**src/rtl/sar_ctrl_pkg.sv**
```systemverilog
package sar_ctrl_pkg;

  typedef enum logic [1:0] {
    ST_IDLE,
    ST_ACQ,
    ST_OPEN,
    ST_CONV
  } sar_state_e;

  // Host configuration byte; field order is fixed by the host software contract
  typedef struct packed {
    logic [1:0] pwr;       // 11 ext clock, 10 osc clock, 01 standby, 00 off
    logic       acq_host;  // 1: host ends acquisition with a second write
    logic       single;    // 1: single-ended
    logic       unipolar;  // 1: straight binary, 0: two's complement
    logic [2:0] chan;
  } ctl_byte_t;

  localparam int BYTE_W = $bits(ctl_byte_t);

endpackage

```
**src/rtl/sar_sync.sv**
```systemverilog
module sar_sync #(
  parameter int              W       = 1,
  parameter int              STAGES  = 2,
  parameter logic [W-1:0]    RST_VAL = '0
) (
  input  logic         clk,
  input  logic         rst,
  input  logic [W-1:0] d,
  output logic [W-1:0] q
);
  logic [STAGES-1:0][W-1:0] pipe;

  always_ff @(posedge clk) begin
    if (rst) begin
      for (int i = 0; i < STAGES; i++) pipe[i] <= RST_VAL;
    end else begin
      pipe[0] <= d;
      for (int i = 1; i < STAGES; i++) pipe[i] <= pipe[i-1];
    end
  end

  assign q = pipe[STAGES-1];
endmodule

```
**src/rtl/sar_engine.sv**
```systemverilog
module sar_engine #(
  parameter int RES_W      = 10,
  parameter int CONV_TICKS = 13
) (
  input  logic             clk,
  input  logic             rst,
  input  logic             start,
  input  logic             abort,
  input  logic             tick,
  input  logic             cmp,
  output logic [RES_W-1:0] code,
  output logic             finish
);
  localparam int CNT_W = $clog2(CONV_TICKS);
  localparam logic [RES_W-1:0] TOP_BIT = {1'b1, {(RES_W-1){1'b0}}};

  logic [RES_W-1:0] probe;
  logic [CNT_W-1:0] cnt;
  logic             busy;

  assign finish = busy & tick & (cnt == CNT_W'(CONV_TICKS - 1));

  always_ff @(posedge clk) begin
    if (rst) begin
      code  <= '0;
      probe <= '0;
      cnt   <= '0;
      busy  <= 1'b0;
    end else if (start) begin
      code  <= TOP_BIT;
      probe <= TOP_BIT;
      cnt   <= '0;
      busy  <= 1'b1;
    end else if (abort) begin
      busy <= 1'b0;
    end else if (busy && tick) begin
      code  <= (cmp ? code : (code & ~probe)) | (probe >> 1);
      probe <= probe >> 1;
      cnt   <= cnt + 1'b1;
      if (finish) busy <= 1'b0;
    end
  end
endmodule

```
**src/rtl/sar_bus.sv**
```systemverilog
module sar_bus #(
  parameter int RES_W = 10,
  parameter int BUS_W = 8
) (
  input  logic             clk,
  input  logic             rst,
  input  logic             en,
  input  logic             hi_sel,
  input  logic             bip,
  input  logic [RES_W-1:0] result,
  output logic [BUS_W-1:0] dout,
  output logic             oe
);
  localparam int HI_W  = RES_W - BUS_W;
  localparam int PAD_W = BUS_W - HI_W;

  logic [BUS_W-1:0] hi_byte;
  assign hi_byte = {{PAD_W{bip & result[RES_W-1]}}, result[RES_W-1:BUS_W]};

  always_ff @(posedge clk) begin
    if (rst) begin
      dout <= '0;
      oe   <= 1'b0;
    end else begin
      oe   <= en;
      dout <= hi_sel ? hi_byte : result[BUS_W-1:0];
    end
  end
endmodule

```
**src/rtl/sar_ctrl.sv**
```systemverilog
module sar_ctrl
  import sar_ctrl_pkg::*;
#(
  parameter int RES_W       = 10,
  parameter int ACQ_TICKS   = 4,
  parameter int CONV_TICKS  = 13,
  parameter int SYNC_STAGES = 2
) (
  input  logic              clk,
  input  logic              rst,
  input  logic              cs_n,
  input  logic              wr_n,
  input  logic              rd_n,
  input  logic              byte_hi,
  input  logic              ext_ck,
  input  logic              osc_ck,
  input  logic [BYTE_W-1:0] din,
  input  logic              cmp,
  output logic [BYTE_W-1:0] dout,
  output logic              dout_oe,
  output logic              done_n,
  output logic [RES_W-1:0]  dac_code,
  output logic              track,
  output logic [2:0]        mux_sel,
  output logic              mux_se,
  output logic              pwr_stby,
  output logic              pwr_off
);
  localparam int NCTL  = 7;
  localparam int ACQ_W = $clog2(ACQ_TICKS);
  localparam logic [NCTL-1:0]  CTL_RST = 7'b1110000;
  localparam logic [RES_W-1:0] TOP_BIT = {1'b1, {(RES_W-1){1'b0}}};

  // synchronized pins: {cs, wr, rd, hi, ext, osc, cmp}
  logic [NCTL-1:0]   ctl_s;
  logic [BYTE_W-1:0] din_s;
  logic cs_s, wr_s, rd_s, hi_s, ext_s, osc_s, cmp_s;

  sar_sync #(.W(NCTL), .STAGES(SYNC_STAGES), .RST_VAL(CTL_RST)) u_ctl_sync (
    .clk(clk), .rst(rst),
    .d({cs_n, wr_n, rd_n, byte_hi, ext_ck, osc_ck, cmp}),
    .q(ctl_s)
  );
  sar_sync #(.W(BYTE_W), .STAGES(SYNC_STAGES), .RST_VAL('0)) u_din_sync (
    .clk(clk), .rst(rst), .d(din), .q(din_s)
  );
  assign {cs_s, wr_s, rd_s, hi_s, ext_s, osc_s, cmp_s} = ctl_s;

  logic wr_q, rd_q, ext_q, osc_q;
  always_ff @(posedge clk) begin
    if (rst) begin
      wr_q  <= 1'b1;
      rd_q  <= 1'b1;
      ext_q <= 1'b0;
      osc_q <= 1'b0;
    end else begin
      wr_q  <= wr_s;
      rd_q  <= rd_s;
      ext_q <= ext_s;
      osc_q <= osc_s;
    end
  end

  logic      cs_act, wr_ev, rd_ev, tick, clk_ext;
  ctl_byte_t wb;
  assign cs_act = ~cs_s;
  assign wr_ev  = cs_act & wr_s & ~wr_q;
  assign rd_ev  = cs_act & ~rd_s & rd_q;
  assign tick   = clk_ext ? (ext_q & ~ext_s & cs_act) : (osc_q & ~osc_s);
  assign wb     = ctl_byte_t'(din_s);

  sar_state_e       st, st_n;
  logic [ACQ_W-1:0] acq_cnt, acq_n;
  logic             eng_start, eng_fin;
  logic [2:0]       cfg_chan;
  logic             cfg_single, cfg_uni;
  logic             pend_stby, pend_off;
  logic [RES_W-1:0] result;
  logic             res_bip;
  logic             conv_busy;

  sar_engine #(.RES_W(RES_W), .CONV_TICKS(CONV_TICKS)) u_eng (
    .clk(clk), .rst(rst), .start(eng_start), .abort(wr_ev), .tick(tick),
    .cmp(cmp_s), .code(dac_code), .finish(eng_fin)
  );

  always_comb begin
    st_n      = st;
    acq_n     = acq_cnt;
    eng_start = 1'b0;
    case (st)
      ST_ACQ: if (tick) begin
        if (acq_cnt == ACQ_W'(ACQ_TICKS - 1)) begin
          st_n      = ST_CONV;
          eng_start = 1'b1;
        end else begin
          acq_n = acq_cnt + 1'b1;
        end
      end
      ST_CONV: if (eng_fin) st_n = ST_IDLE;
      default: ;
    endcase
    if (wr_ev) begin
      acq_n     = '0;
      eng_start = 1'b0;
      if (st == ST_OPEN && !wb.acq_host && wb.chan == cfg_chan) begin
        st_n      = ST_CONV;
        eng_start = 1'b1;
      end else if (wb.acq_host) begin
        st_n = ST_OPEN;
      end else begin
        st_n = ST_ACQ;
      end
    end
  end

  always_ff @(posedge clk) begin
    if (rst) begin
      st         <= ST_IDLE;
      acq_cnt    <= '0;
      track      <= 1'b0;
      cfg_chan   <= '0;
      cfg_single <= 1'b0;
      cfg_uni    <= 1'b0;
      clk_ext    <= 1'b1;
      pend_stby  <= 1'b0;
      pend_off   <= 1'b0;
      pwr_stby   <= 1'b0;
      pwr_off    <= 1'b0;
      done_n     <= 1'b1;
      result     <= '0;
      res_bip    <= 1'b0;
    end else begin
      st      <= st_n;
      acq_cnt <= acq_n;
      track   <= (st_n == ST_ACQ) || (st_n == ST_OPEN);
      if (wr_ev) begin
        cfg_chan   <= wb.chan;
        cfg_single <= wb.single;
        cfg_uni    <= wb.unipolar;
        done_n     <= 1'b1;
        pwr_stby   <= 1'b0;
        pwr_off    <= 1'b0;
        if (wb.pwr[1]) clk_ext <= wb.pwr[0];
        pend_stby  <= (wb.pwr == 2'b01);
        pend_off   <= (wb.pwr == 2'b00);
      end else begin
        if (rd_ev) done_n <= 1'b1;
        if (st == ST_CONV && eng_fin) begin
          result   <= cfg_uni ? dac_code : (dac_code ^ TOP_BIT);
          res_bip  <= ~cfg_uni;
          done_n   <= 1'b0;
          pwr_stby <= pend_stby;
          pwr_off  <= pend_off;
        end
      end
    end
  end

  sar_bus #(.RES_W(RES_W), .BUS_W(BYTE_W)) u_bus (
    .clk(clk), .rst(rst), .en(cs_act & ~rd_s), .hi_sel(hi_s), .bip(res_bip),
    .result(result), .dout(dout), .oe(dout_oe)
  );

  assign mux_sel   = cfg_chan;
  assign mux_se    = cfg_single;
  assign conv_busy = (st == ST_CONV);
endmodule

```
**config.mk**
```make
export PLATFORM = sky130hd
export DESIGN_NAME = sar_ctrl
export DESIGN_NICKNAME = d
export VERILOG_FILES = /design/src/rtl/sar_ctrl_pkg.sv /design/src/rtl/sar_sync.sv /design/src/rtl/sar_engine.sv /design/src/rtl/sar_bus.sv /design/src/rtl/sar_ctrl.sv
export SDC_FILE = /design/constraint.sdc
export NUM_CORES = 1
export LEC_CHECK = 0
export BUFFER_PORTS_ARGS = -buffer_cell sky130_fd_sc_hd__buf_4
export CELL_PAD_IN_SITES_DETAIL_PLACEMENT = 1
export CELL_PAD_IN_SITES_GLOBAL_PLACEMENT = 1
export CORE_UTILIZATION = 39
export CTS_CLUSTER_DIAMETER = 200
export DETAILED_ROUTE_END_ITERATION = 8
export MAX_ROUTING_LAYER = met4
export PLACE_DENSITY = 0.74
export REMOVE_ABC_BUFFERS = 1
export SLEW_MARGIN = 20
export SYNTH_ARGS = -nofsm -noshare
export SYNTH_HDL_FRONTEND = slang
export SYNTH_SLANG_ARGS = --single-unit
export TNS_END_PERCENT = 50
```
**constraint.sdc**
```tcl
create_clock -name clk -period 1.7 [get_ports clk]
set_clock_uncertainty 0.05 [all_clocks]
set_input_delay 0.085 -clock clk [delete_from_list [all_inputs] [get_ports clk]]
set_output_delay 0.085 -clock clk [all_outputs]
set_load 0.1 [all_outputs]
```
==> results.sh <==
export IMPL_status="complete, no violations"
export IMPL_yosysUniqueCellTypes=44
export IMPL_finalSetupViolCount=0
export IMPL_min_period_over_period_pct=96.9
export IMPL_yosysWarnings=0
export IMPL_synth_area_per_cell_um2=10.0
export IMPL_cts_setup_buffers=0
export IMPL_dieHeight_um=94.9
export IMPL_via_per_inst=4.88
export IMPL_insertedDiodeCount=0
export IMPL_drive_gt1_share_pct=26.9
export IMPL_holdWs_ns=0.104
export IMPL_p_leak_nw=1.62
export IMPL_powerDensity_mw_per_mm2=906
export IMPL_ys_ff_latch=95
export IMPL_grt_max_degree=42
export IMPL_clock_latency_ns=0.36
export IMPL_fin_crit_ns=1.65
export IMPL_dieArea_mm2=0.00901
export IMPL_hold_viol_final=0
export IMPL_grt_pass1_wl_mm=12.0
export IMPL_vias=2522
export IMPL_fin_nets=427
export IMPL_ys_seq_area_share_pct=56.5
export IMPL_clkPwrFrac_pct=37.2
export IMPL_die_width_um=94.9
export IMPL_gr_total_overflow=0
export IMPL_worst_pin_slew_ns=0.442
export IMPL_holdPathEnd="pend_off"
export IMPL_synth_cells=336
export IMPL_regToRegSetupSlack_ns=0.05
export IMPL_crit_required_ns=1.91
export IMPL_slew_violations=0
export IMPL_switchingPower_uw=922
export IMPL_cts_tree="done"
export IMPL_gp_congestion=0.793
export IMPL_arrival_ns=1.86
export IMPL_start_kind="flip-flop"
export IMPL_critPathMaxFanout=5
export IMPL_drc=0
export IMPL_hpwl_mm=4.90
export IMPL_pin_count=44
export IMPL_p_int_mw=2.94
export IMPL_antenna_left=0
export IMPL_cts_root_buffer="clkbuf_8"
export IMPL_grt_pass1_vias=2525
export IMPL_hold_class="primary input to flip-flop"
export IMPL_antenna_found_initial=0
export IMPL_reg2reg_to="track"
export IMPL_clockBufferDepth=2
export IMPL_num_rows=33
export IMPL_ir_worst_vdd_mv=0.537
export IMPL_core_area_mm2=0.00830
export IMPL_critPathKind="flip-flop to flip-flop"
export IMPL_fmax_mhz=607
export IMPL_pwr_share_comb_pct=3.8
export IMPL_cts_buffers=9
export IMPL_track_usage_pct=18.2
export IMPL_relSlewSlack_pct=70.5
export IMPL_holdPathStages=2
export IMPL_drt_pass1_iterations=4
export IMPL_seqPwrFrac_pct=59.0
export IMPL_min_from="rst"
export IMPL_cts_sinks=95
export IMPL_wl_per_cell_um=14.2
export IMPL_syn2layout_area_growth_pct=26.5
export IMPL_max_cap_violations=0
export IMPL_worst_setup_path_end_kind="flip-flop"
export IMPL_fin_util_pct=51.3
export IMPL_io_buffer_count=43
export IMPL_wl_mm=7.34
export IMPL_start_util_pct=40.6
export IMPL_clkTransAtPathRegs_ns=0.10
export IMPL_first_iter_violations=82
export IMPL_rr_worst_depth=5
export IMPL_r2r_start="clk_ext"
export IMPL_p_sw_share_pct=23.9
export IMPL_syn_area_mm2=0.00337
export IMPL_h_tree_depth=3
export IMPL_timing_setup_tns_ns=0
export IMPL_rsz0062_at_grt="true"
==> worst max-delay path by stage <==
stage / slack [ns] / startpoint / end
after floorplan: -0.31 / mux_sel[1] / u_eng.code[8]
after global placement: 0.004 / u_ctl_sync.q[6] / u_eng.cnt[0]
after detailed placement: -0.06 / clk_ext / track
after CTS: 0.01 / clk_ext / track
after global routing: -0.03 / u_eng.cnt[0] / track
final: 0.05 / clk_ext / track
==> logic make-up (layout without fill, tap and decap cells) <==
| family | Yosys count | count (layout) | share of synthesized area (%) |
|---|---|---|---|
| flops | 95 | 95 | 56.5 |
| compound gates | 51 | 51 | 9.73 |
| fa+ha+maj | 3 | 3 | 1.11 |
| mux | 17 | 17 | 5.24 |
| buf+inv | 18 | 93 | 3.23 |
| simple gates | 144 | 145 | 22.1 |
| xor+xnor | 8 | 8 | 2.08 |
==> per-stage QoR <==
| step | cell area (um^2) | worst slack, ns | cells | total power, mW |
|---|---|---|---|---|
| floorplan | 3270 | -0.307 | 321 | 2.37 |
| global route | 4260 | -0.0251 | 517 | 4.02 |
| CTS | 4220 | 0.0125 | 516 | 3.88 |
| detailed placement | 3860 | -0.0641 | 485 | 2.45 |
| global placement | 3860 | 0.00399 | 485 | 2.44 |
| finish | 4260 | 0.0528 | 517 | 3.86 |
==> metal layers <==
layer / GRT usage (%) / wire [um] / share of wire [%]
met3: 4.59 / 211 / 2.9
met1: 21.7 / 3480 / 47
met2: 30.0 / 3550 / 48
met5: - / 0 / 0
met4: 6.06 / 97 / 1.3
==> power groups by stage <==
stage	Combinational [mW]	Clock, mW	Sequential (mW)
finish	0.149	1.43	2.28
global route	0.162	1.57	2.28
CTS	0.146	1.46	2.28
detailed placement	0.118	0	2.33
global placement	0.114	0	2.33
floorplan	0.0447	0	2.33
==> cell usage in the layout (no fill, tap or decap), types with 4 or more instances in the layout <==
cell type      instances
nand3_1                4
clkbuf_8              10
dfxtp_1               91
mux2i_1               15
nor2_1                24
buf_4                 58
nand2b_1               8
dlygate4sd3_1         15
a21oi_1               35
xnor2_1                5
nor2b_1               28
dfxtp_2                4
nand2_1               53
or2_2                  8
==> repair_timing <==
action | in CTS | in global routing
cloned | 0 | 1
setup endpoints to repair | 24 | 26
pin swaps | 1 | 1
gates resized for setup | 7 | 10
hold buffers | 15 | 0
endpoints found under the hold margin | 15 | 0
==> cell type report <==
cell class	count	area, um^2
flip-flops and latches	95	1910
clock buffers	10	138
fillers	934	4040
repair buffers	74	606
well taps	105	131
clock inverters	6	53.8
multi-input cells	224	1410
inverters	3	11.3
==> synthesized netlist by cell type <==
library cell / count / share of area [%]
nor2_2: 2 / 0.37
inv_1: 3 / 0.33
or3b_1: 2 / 0.52
a211oi_2: 2 / 0.74
a21boi_0: 1 / 0.22
nand2b_4: 1 / 0.41
a311o_1: 1 / 0.30
a21oi_1: 36 / 5.3
a31oi_4: 1 / 0.63
or2_2: 9 / 1.7
buf_6: 5 / 1.7
xor2_1: 3 / 0.78
o21ai_0: 1 / 0.15
nor3_1: 1 / 0.15
o211a_1: 1 / 0.30
mux2i_1: 15 / 4.5
nand4_1: 2 / 0.37
and3_1: 1 / 0.19
buf_2: 3 / 0.45
nor3b_1: 1 / 0.22
buf_1: 2 / 0.22
and3b_1: 1 / 0.26
nor3b_2: 2 / 0.74
a21o_1: 2 / 0.45
ha_1: 3 / 1.1
and4bb_2: 1 / 0.37
xnor2_1: 5 / 1.3
mux2_4: 1 / 0.45
nand2b_1: 8 / 1.5
nor2_4: 1 / 0.33
o2111ai_2: 1 / 0.45
nand4bb_1: 1 / 0.33
o21ai_1: 2 / 0.30
nand3_1: 4 / 0.59
nor2_1: 24 / 2.7
nor2b_1: 28 / 5.2
o211ai_2: 1 / 0.37
dfxtp_1: 95 / 56
a22oi_1: 1 / 0.22
a311oi_1: 1 / 0.26
nand2_1: 54 / 6.0
mux2_2: 1 / 0.33
clkbuf_1: 5 / 0.56
nand3b_1: 1 / 0.22
==> worst max-delay path, cell delays in order (launching register included) <==
cell     delay, ns
dfxtp_2       0.36
or3b_4        0.41
nand2_2       0.10
a21oi_2       0.07
a22oi_2       0.20
mux2_2        0.35
==> state kept, by name (all words and copies together) (netlist names), 2 cells and up <==
name / cells
u_din_sync.q: 8
u_eng.cnt: 4
mux_sel: 3
u_ctl_sync.q: 7
u_bus.dout: 8
u_ctl_sync.pipe: 7
u_eng.code: 10
acq_cnt: 2
result: 10
u_din_sync.pipe: 8
u_eng.probe: 10
st: 2
Power figures use the tool's default switching activity.
